### config.mk
export PLATFORM = sky130hd
export DESIGN_NAME = dtg_top
export DESIGN_NICKNAME = d
export VERILOG_FILES = /design/src/rtl/dtg_pkg.sv /design/src/rtl/dtg_regs.sv /design/src/rtl/dtg_timing.sv /design/src/rtl/dtg_top.sv
export SDC_FILE = /design/constraint.sdc
export NUM_CORES = 1
export LEC_CHECK = 0
export ABC_AREA = 1
export CELL_PAD_IN_SITES_DETAIL_PLACEMENT = 0
export CELL_PAD_IN_SITES_GLOBAL_PLACEMENT = 2
export CORE_MARGIN = 4
export CORE_UTILIZATION = 41
export DETAILED_ROUTE_END_ITERATION = 7
export DONT_BUFFER_PORTS = 1
export GPL_TIMING_DRIVEN = 0
export PLACE_DENSITY = 0.88
export SLEW_MARGIN = 25
export SYNTH_ARGS = -nofsm -noshare
export SYNTH_HDL_FRONTEND = slang
export SYNTH_SLANG_ARGS = --single-unit
### constraint.sdc
create_clock -name clk -period 15.64 [get_ports clk]
set_input_delay 3.128 -clock clk [delete_from_list [all_inputs] [get_ports clk]]
set_output_delay 3.128 -clock clk [all_outputs]
set_load 0.02 [all_outputs]
### src/rtl/dtg_pkg.sv
package dtg_pkg;
  localparam int unsigned NUM_UNITS = 6;
  localparam int unsigned U_HPORCH  = 0;
  localparam int unsigned U_VPORCH  = 1;
  localparam int unsigned U_HSW     = 2;
  localparam int unsigned U_VSW     = 3;
  localparam int unsigned U_SIZE    = 4;
  localparam int unsigned U_POL     = 5;

  localparam int unsigned A_CTRL    = 6;
  localparam int unsigned A_IRQ_EN  = 7;
  localparam int unsigned A_IRQ_ST  = 8;
  localparam int unsigned A_HOLD0   = 9;

  localparam int unsigned FLD_HI    = 16;
  localparam int unsigned VSW_BITS  = 4;
  localparam logic [31:0] VSW_CAP   = 32'd14;

  localparam int unsigned CTL_RUN   = 0;
  localparam int unsigned CTL_GATE  = 1;
  localparam int unsigned POL_H     = 0;
  localparam int unsigned POL_V     = 1;

  typedef logic [NUM_UNITS-1:0][31:0] unit_words_t;
endpackage

### src/rtl/dtg_regs.sv
module dtg_regs
  import dtg_pkg::*;
#(
  parameter int unsigned CW       = 12,
  parameter int unsigned AW       = 4,
  parameter int unsigned RLD_BASE = 30,
  parameter unit_words_t DEF_WORDS = '0
) (
  input  logic          clk,
  input  logic          rst_n,
  input  logic          wr_en,
  input  logic [AW-1:0] wr_addr,
  input  logic [31:0]   wr_data,
  input  logic [AW-1:0] rd_addr,
  output logic [31:0]   rd_data,
  input  logic          frame_wrap,
  output unit_words_t   act_words,
  output logic          eng_en,
  output logic          gate_en,
  output logic          irq_en,
  output logic          irq
);
  localparam int unsigned NHW = (RLD_BASE + NUM_UNITS + 31) / 32;

  unit_words_t sh_q, sh_d, act_q, act_d;
  logic [NHW-1:0][31:0] hold_q, hold_d;
  logic run_q, run_d, gate_q, gate_d, ien_q, ien_d, st_q, st_d;
  logic [NUM_UNITS-1:0] held;

  function automatic logic [31:0] fmt_word(input int unsigned u, input logic [31:0] d);
    logic [31:0] r;
    r = '0;
    case (u)
      U_HPORCH, U_VPORCH, U_SIZE: begin
        r[FLD_HI +: CW] = d[FLD_HI +: CW];
        r[CW-1:0]       = d[CW-1:0];
      end
      U_HSW:   r[CW-1:0] = d[CW-1:0];
      U_VSW:   r[VSW_BITS-1:0] = (d > VSW_CAP) ? VSW_CAP[VSW_BITS-1:0] : d[VSW_BITS-1:0];
      default: r[1:0] = d[1:0];
    endcase
    return r;
  endfunction

  for (genvar u = 0; u < NUM_UNITS; u++) begin : g_hold
    localparam int unsigned IDX = RLD_BASE + u;
    assign held[u] = hold_q[IDX/32][IDX%32];
  end

  always_comb begin
    sh_d   = sh_q;
    act_d  = act_q;
    hold_d = hold_q;
    run_d  = run_q;
    gate_d = gate_q;
    ien_d  = ien_q;
    for (int u = 0; u < NUM_UNITS; u++) begin
      if (frame_wrap && !held[u]) act_d[u] = sh_q[u];
      if (wr_en && wr_addr == AW'(u)) sh_d[u] = fmt_word(u, wr_data);
    end
    for (int k = 0; k < NHW; k++) begin
      if (wr_en && wr_addr == AW'(A_HOLD0 + k)) hold_d[k] = wr_data;
    end
    if (wr_en && wr_addr == AW'(A_CTRL)) begin
      run_d  = wr_data[CTL_RUN];
      gate_d = wr_data[CTL_GATE];
    end
    if (wr_en && wr_addr == AW'(A_IRQ_EN)) ien_d = wr_data[0];
    if (frame_wrap) st_d = 1'b1;
    else if (wr_en && wr_addr == AW'(A_IRQ_ST) && wr_data[0]) st_d = 1'b0;
    else st_d = st_q;
  end

  always_ff @(posedge clk or negedge rst_n) begin
    if (!rst_n) begin
      sh_q   <= DEF_WORDS;
      act_q  <= DEF_WORDS;
      hold_q <= '0;
      run_q  <= 1'b0;
      gate_q <= 1'b0;
      ien_q  <= 1'b0;
      st_q   <= 1'b0;
    end else begin
      sh_q   <= sh_d;
      act_q  <= act_d;
      hold_q <= hold_d;
      run_q  <= run_d;
      gate_q <= gate_d;
      ien_q  <= ien_d;
      st_q   <= st_d;
    end
  end

  always_comb begin
    rd_data = '0;
    for (int u = 0; u < NUM_UNITS; u++)
      if (rd_addr == AW'(u)) rd_data = sh_q[u];
    for (int k = 0; k < NHW; k++)
      if (rd_addr == AW'(A_HOLD0 + k)) rd_data = hold_q[k];
    if (rd_addr == AW'(A_CTRL))   rd_data = 32'({gate_q, run_q});
    if (rd_addr == AW'(A_IRQ_EN)) rd_data = 32'(ien_q);
    if (rd_addr == AW'(A_IRQ_ST)) rd_data = 32'(st_q & ien_q);
  end

  assign act_words = act_q;
  assign eng_en    = run_q;
  assign gate_en   = gate_q;
  assign irq_en    = ien_q;
  assign irq       = st_q & ien_q;
endmodule

### src/rtl/dtg_timing.sv
module dtg_timing
  import dtg_pkg::*;
#(
  parameter int unsigned CW  = 12,
  parameter int unsigned CNW = CW + 2
) (
  input  logic           clk,
  input  logic           rst_n,
  input  logic           run,
  input  logic           gate,
  input  unit_words_t    act_words,
  output logic [CNW-1:0] hcnt,
  output logic [CNW-1:0] vcnt,
  output logic           wrap,
  output logic           hs_out,
  output logic           vs_out,
  output logic           de_out
);
  localparam int unsigned PAD = CNW - CW;

  logic [CNW-1:0] h_act, h_fp, h_sw, h_bp, h_sbeg, h_send, h_tot;
  logic [CNW-1:0] v_act, v_fp, v_sw, v_bp, v_sbeg, v_send, v_tot;
  logic [CNW-1:0] hc_q, hc_d, vc_q, vc_d;
  logic last_h, last_v, hs_on, vs_on;
  logic unused_words;

  assign unused_words = ^act_words;

  always_comb begin
    h_act  = {{PAD{1'b0}}, act_words[U_SIZE][CW-1:0]} + 1'b1;
    v_act  = {{PAD{1'b0}}, act_words[U_SIZE][FLD_HI +: CW]} + 1'b1;
    h_fp   = {{PAD{1'b0}}, act_words[U_HPORCH][CW-1:0]};
    h_bp   = {{PAD{1'b0}}, act_words[U_HPORCH][FLD_HI +: CW]};
    v_fp   = {{PAD{1'b0}}, act_words[U_VPORCH][CW-1:0]};
    v_bp   = {{PAD{1'b0}}, act_words[U_VPORCH][FLD_HI +: CW]};
    h_sw   = {{PAD{1'b0}}, act_words[U_HSW][CW-1:0]} + 1'b1;
    v_sw   = {{(CNW-VSW_BITS){1'b0}}, act_words[U_VSW][VSW_BITS-1:0]} + 1'b1;
    h_sbeg = h_act + h_fp;
    h_send = h_sbeg + h_sw;
    h_tot  = h_send + h_bp;
    v_sbeg = v_act + v_fp;
    v_send = v_sbeg + v_sw;
    v_tot  = v_send + v_bp;
  end

  assign last_h = (hc_q == h_tot - 1'b1);
  assign last_v = (vc_q == v_tot - 1'b1);
  assign wrap   = run && last_h && last_v;

  always_comb begin
    hc_d = hc_q;
    vc_d = vc_q;
    if (!run) begin
      hc_d = '0;
      vc_d = '0;
    end else if (last_h) begin
      hc_d = '0;
      vc_d = last_v ? '0 : vc_q + 1'b1;
    end else begin
      hc_d = hc_q + 1'b1;
    end
  end

  always_ff @(posedge clk or negedge rst_n) begin
    if (!rst_n) begin
      hc_q <= '0;
      vc_q <= '0;
    end else begin
      hc_q <= hc_d;
      vc_q <= vc_d;
    end
  end

  assign hs_on  = run && (hc_q >= h_sbeg) && (hc_q < h_send);
  assign vs_on  = run && (vc_q >= v_sbeg) && (vc_q < v_send);
  assign hs_out = hs_on ^ act_words[U_POL][POL_H];
  assign vs_out = vs_on ^ act_words[U_POL][POL_V];
  assign de_out = run && gate && (hc_q < h_act) && (vc_q < v_act);
  assign hcnt   = hc_q;
  assign vcnt   = vc_q;
endmodule

### src/rtl/dtg_top.sv
module dtg_top
  import dtg_pkg::*;
#(
  parameter int unsigned CW       = 12,
  parameter int unsigned AW       = 4,
  parameter int unsigned RLD_BASE = 30,
  parameter int unsigned DEF_HACT = 8,
  parameter int unsigned DEF_VACT = 4,
  parameter int unsigned DEF_HFP  = 2,
  parameter int unsigned DEF_HSW  = 2,
  parameter int unsigned DEF_HBP  = 3,
  parameter int unsigned DEF_VFP  = 1,
  parameter int unsigned DEF_VSW  = 2,
  parameter int unsigned DEF_VBP  = 1
) (
  input  logic             clk,
  input  logic             rst_n,
  input  logic             wr_en,
  input  logic [AW-1:0]    wr_addr,
  input  logic [31:0]      wr_data,
  input  logic [AW-1:0]    rd_addr,
  output logic [31:0]      rd_data,
  output logic             hsync,
  output logic             vsync,
  output logic             de,
  output logic [CW+1:0]    pix_x,
  output logic [CW+1:0]    pix_y,
  output logic             frame_end,
  output logic             irq
);
  localparam int unsigned CNW = CW + 2;
  localparam unit_words_t DEF_WORDS = {
    32'd0,
    32'((DEF_VACT - 1) << FLD_HI) | 32'(DEF_HACT - 1),
    32'(DEF_VSW - 1),
    32'(DEF_HSW - 1),
    32'(DEF_VBP << FLD_HI) | 32'(DEF_VFP),
    32'(DEF_HBP << FLD_HI) | 32'(DEF_HFP)
  };

  unit_words_t act_words;
  logic eng_en, gate_en, irq_en, wrap, fe_q;
  logic [CW-1:0] act_wm1;

  dtg_regs #(
    .CW(CW), .AW(AW), .RLD_BASE(RLD_BASE), .DEF_WORDS(DEF_WORDS)
  ) u_regs (
    .clk(clk), .rst_n(rst_n),
    .wr_en(wr_en), .wr_addr(wr_addr), .wr_data(wr_data),
    .rd_addr(rd_addr), .rd_data(rd_data),
    .frame_wrap(wrap), .act_words(act_words),
    .eng_en(eng_en), .gate_en(gate_en), .irq_en(irq_en), .irq(irq)
  );

  dtg_timing #(.CW(CW), .CNW(CNW)) u_timing (
    .clk(clk), .rst_n(rst_n), .run(eng_en), .gate(gate_en),
    .act_words(act_words), .hcnt(pix_x), .vcnt(pix_y), .wrap(wrap),
    .hs_out(hsync), .vs_out(vsync), .de_out(de)
  );

  always_ff @(posedge clk or negedge rst_n) begin
    if (!rst_n) fe_q <= 1'b0;
    else        fe_q <= wrap;
  end

  assign frame_end = fe_q;
  assign act_wm1   = act_words[U_SIZE][CW-1:0];
endmodule

# After elaboration in Yosys (flattened, before gate mapping)
# Index checks and enable logic that the tools add are counted.
# word_totals
reg_bits,277
input_bits,43
out_inout_bits,65
elab_cells,124
# op_classes
add_sub_neg,14
magnitude_cmp,7
eq_ne,23
mux,19
bitwise_logic,4
n_reduce_logical,36
# ops
cell,count
2-to-1 mux 28 bit,6
2-to-1 mux 32 bit,5
2-to-1 mux 14 bit,5
adder 14 x 12 -> 14 bit,4
less-than comparator 14 bit,4
"adder 12 x 1 -> 13 bit, second input constant",3
"== test 4 x 3 -> 1 bit, second input constant",8
"greater-than comparator 32 x 4 -> 1 bit, second input constant",1
"adder 14 x 1 -> 14 bit, second input constant",2
adder 14 bit,2
== test 14 bit,2
>= comparator 14 bit,2
"subtractor 14 x 1 -> 14 bit, second input constant",2
logical AND 1 bit,27
"== test 4 bit, second input constant",6
"== test 4 x 2 -> 1 bit, second input constant",4
"== test 4 x 1 -> 1 bit, second input constant",2
logical NOT 4 bit,2
logical NOT 1 bit,6
"adder 4 x 1 -> 5 bit, second input constant",1
2-to-1 mux 4 bit,1
bitwise AND 1 bit,2
2-to-1 mux 1 bit,2
"inequality test 2 x 1 -> 1 bit, second input constant",1
other kinds (2),3

# Depth between registers and ports, before layout
# logic_depth
word_depth,12
mapped_depth,41
ltp_nobuf,40

# Hierarchy
# From an unflattened synthesis, not the netlist that was laid out.
# hier_totals
cells_unflattened,2604
area_unflattened_um2,20083.0
# modules_own_cells
mod,instances,cells_per_inst,area_per_inst_um2,seq_area_each_um2
dtg_regs,1,1215,11367.2,6236.0
dtg_timing,1,1388,8690.8,700.7
dtg_top,1,1,25.0,25.0

# Worst setup path after synthesis
# OpenSTA, ideal clock, no wires.
# synth_timing
kind,register to output
startpoint,"register u_regs.act_q, in the netlist u_regs.act_words[128]"
endpoint,output hsync
arrival_ps,4766
required_time_ps,12512
setup_slack_ps,7746
stages_incl_launch_ff,36
path_buffers,0
path_cell_list,dfstp_2 ha_1 nand2_1 nor2_1 inv_1 nor2_1 inv_1 o21bai_1 inv_1 ha_1 nand2_1 inv_1 a21oi_1 nand2_1 nand2_1 nand2_1 a21o_1 nand2_1 inv_1 o21ai_0 nand2_1 xor2_1 inv_1 ha_1 inv_1 nor4_1 nand3_1 nand3_1 nand2_1 nand2_1 ha_1 nand2_1 nand2_1 nor3_1 nand3b_1 nand2_1
# synth_between
elab_chain_len,6
word_cells_on_any_way,8
classes_between,add/sub: 3; order compare: 2; bitwise: 1; reduce/logical: 2
# synth_lines
item,line_no,text
"start, declared",dtg_regs.sv:25,"unit_words_t sh_q, sh_d, act_q, act_d;"
"start signal, assigned",dtg_regs.sv:85,act_q <= act_d;
adder 12 x 1 -> 13 bit (*),dtg_timing.sv:30,"h_act = {{PAD{1'b0}}, act_words[U_SIZE][CW-1:0]} + 1'b1;"
adder 14 x 12 -> 14 bit (*),dtg_timing.sv:38,h_sbeg = h_act + h_fp;
adder 14 bit / >= comparator 14 bit (equally long branches),"dtg_timing.sv:39, dtg_timing.sv:74",
less-than comparator 14 bit / logical AND 1 bit (equally long branches),dtg_timing.sv:74,assign hs_on = run && (hc_q >= h_sbeg) && (hc_q < h_send);
logical AND 1 bit (*),dtg_timing.sv:74,
bitwise XOR 1 bit (*),dtg_timing.sv:76,assign hs_out = hs_on ^ act_words[U_POL][POL_H];
"end, declared",dtg_top.sv:23,"output logic hsync,"
# Every way passes the cells marked *; elsewhere a longest branch is shown, timed or not.

# Worst setup path after layout
# Same ends and word-level chain as after synthesis.

==> flow_summary.yaml <==
timing:
  setup_violations: 0
  period_minus_slack_ps: 9360
  worst_pin_slew_ps: 840
  slew_violations: 0
  fin_tns_setup_ps: 0
  period_share_pct: 59.9
  hold_viol_final: 0
  fin_skew_ps: 30.2
  max_freq_mhz: 107
  grt_setup_unrepaired: "no"
  maxSlewHeadroom_pct: 44.0
  holdWs_ps: 470
  setup_ws_ps: 6280
placed_design:
  post-place-ws_ps: 6780
  io_buffers: 0
  hpwlAfterDp_mm: 49.5
  place.gp.congestion: 0.927
  placedInstanceArea_mm2: 0.0198
yosys:
  synth_area_leaders: "dfrtp_1 (33%), nand2_1 (13%), ha_1 (11%)"
  synth_seq_cells: 277
  synth.avg_cell_area_um2: 7.41
  synthFlopType: "dfrtp_1"
  synth_edf_count: 0
  syn_nets: 2790
  ys_seq_area_share_pct: 36.5
  netlist_area_mm2: 0.0191
  yosysTopAreaCellShare_pct: 33.2
  ys_types: 52
  ys_warn_count: 0
  synthCells: 2575
  async_reset_ff_share_pct: 100
  yosysTopAreaCell: "dfrtp_1"
clocking:
  clock_latency_ps: 550
  h-tree-depth: 2
  clkSinkCount: 277
  cts_buffer_depth: 3
  cts_tree: "yes"
  cts_hold_buf: 0
  cts_setup_buffers: 0
  clkTransAtPathRegs_ps: 50
  cts_buffers: 36
  clockRootBuffer: "clkbuf_16"
  cts_resized: 0
run:
  drv_cap: 0
detailed_routing:
  antenna_left: 0
  drc: 0
  num_vias: 16900
  wl_mm: 61.3
  dr.pass1.iters: 5
  avgViaCountPerCell: 5.21
  wire_per_inst_um: 18.9
  first_iter_violations: 1064
setup_path:
  slowest_stage: "dfstp_2"
  critPathRequiredTime_ps: 12510
  max_stage_delay_ps: 580
  crit_path_start_kind: "flop"
  path_common_cell: "nand2_1"
  critPathKind: "flop to output pin"
  crit_fanout: 7
  cp.arrival_ps: 6230
  cp-end-kind: "output pin"
final_layout:
  antenna_cells: 0
  nNetsFinal: 2828
  final_core_util_pct: 46.2
  finalInstanceArea_mm2: 0.0211
  drive_gt1_share_pct: 5.30
  syn2layout_area_growth_pct: 10.6
pwr:
  p_int_w: 0.00204
  swShare_pct: 44.7
  p_sw_w: 0.00165
  ir_worst_vdd_mv: 0.123
  combPwrFrac_pct: 50.5
  p_leak_nw: 10.6
  sequentialPowerShare_pct: 25.7
  pwr-share-clk_pct: 23.7
  powerDensity_mw_per_mm2: 175
global_routing:
  grt_pass1_wl_mm: 96.5
  antenna_found_initial: 1
  gr-total-overflow: 0
  grt_pass1_vias: 16800
  grt_use_total_pct: 24.5
  grt_max_degree: 278
status:
  outcome: "finished clean"
floorplanning:
  dieArea_mm2: 0.0501
  die_x_um: 224
  start_util_pct: 41.8
  core_mm2: 0.0457
  io_pins: 108
  rows: 78
  die_h_um: 224
hold_path:
  min_path_type: "flop to flop"
[final cells by class]
cell class,instances,area [um2]
multi-input cells,1837,10300
clock buffers,55,1070
plain buffers,72,349
flip-flops and latches,277,6960
inverters,389,1460
well taps,600,751
clock inverters,11,201
fillers,4692,24600
[critical path: cells and delay by family (launching register included)]
family | cells | cell delay (ps)
AO/OA/AOI/OAI | 4 | 730
XOR/XNOR | 1 | 220
adder cells (fa/ha/maj) | 4 | 1140
AND/OR/NAND/NOR | 19 | 2520
flip-flops | 1 | 580
buffers and inverters | 7 | 490
[cells in the mapped netlist (22+ instances only)]
cell,number
clkbuf_1,51
o21ai_0,215
o211ai_1,25
inv_1,382
xor2_1,59
nor3_1,24
ha_1,166
nor2_1,148
dfstp_2,24
nand3_1,235
nand2_1,685
a21oi_1,86
dfrtp_1,253
nand4_1,33
a221oi_1,22
xnor2_1,24
[path summary, 6_finish.rpt]
kind | slack, ps | endpoint | start | cells after the start
setup / recovery | 6280 | hsync | u_regs.act_words[128] | 35
hold / removal | 470 | u_regs.act_words[152] | u_regs.act_words[152] | 2
setup reg to reg | 8220 | u_regs.act_words[135] | u_regs.act_words[128] | 38
hold reg to reg | 470 | u_regs.act_words[152] | u_regs.act_words[152] | 2
max in group asynchronous | 12830 | u_timing.hcnt[6] | rst_n | 0
min in group asynchronous | 2280 | u_regs.hold_q[21] | rst_n | 0
[power groups by stage]
stage                     logic (W)  clock network [W]  registers [W]
final                       0.00186           0.000875       0.000948
after global routing        0.00218           0.000931       0.000960
after CTS                   0.00189           0.000897       0.000948
after detailed placement    0.00188                  0       0.000959
after global placement      0.00185                  0       0.000957
after floorplan             0.00148                  0       0.000901
[registers in the layout (all words and copies together) (netlist names)]
signal            flops
u_regs.eng_en         1
u_regs.irq_en         1
u_regs.hold_q        58
u_regs.sh_q          90
u_timing.vcnt        14
u_regs.st_q           1
u_regs.gate_en        1
u_regs.act_words     90
u_regs.held           6
u_timing.hcnt        14
frame_end             1
[through the flow]
stage,power (W),instances
after floorplan,0.00238,2575
after global placement,0.00280,3175
after detailed placement,0.00284,3175
after CTS,0.00373,3241
after global routing,0.00407,3241
final,0.00369,3241
[cell usage in the layout (no fill, tap or decap), types with 59 or more instances in the layout]
cell / n
o21ai_0: 215
a21oi_1: 86
dfrtp_1: 253
nand2_1: 685
ha_1: 166
nand3_1: 235
inv_1: 382
nor2_1: 148
clkbuf_1: 61
xor2_1: 59
[logic make-up after synthesis]
kind of cell               after synthesis  synth area share [%]
and+or+nand+nor                       1174                  26.3
buffers and inverters                  461                  9.48
muxes                                    9                 0.531
adders and majority gates              172                  11.5
DFF                                    277                  36.5
xor gates and xnor gates                84                  3.89
AOI/OAI and AO/OA                      398                  11.8
[per-layer routing]
| layer | vias to the layer above | wire length, um | global-route usage [%] |
|---|---|---|---|
| met3 | 91 | 3710 | 5.41 |
| met1 | 7895 | 27600 | 32.9 |
| met5 | - | 0 | 0 |
| met4 | 0 | 1940 | 7.48 |
| li1 | 8494 | - | - |
| met2 | 417 | 28000 | 39.7 |
(Power assumes the default switching activity.)
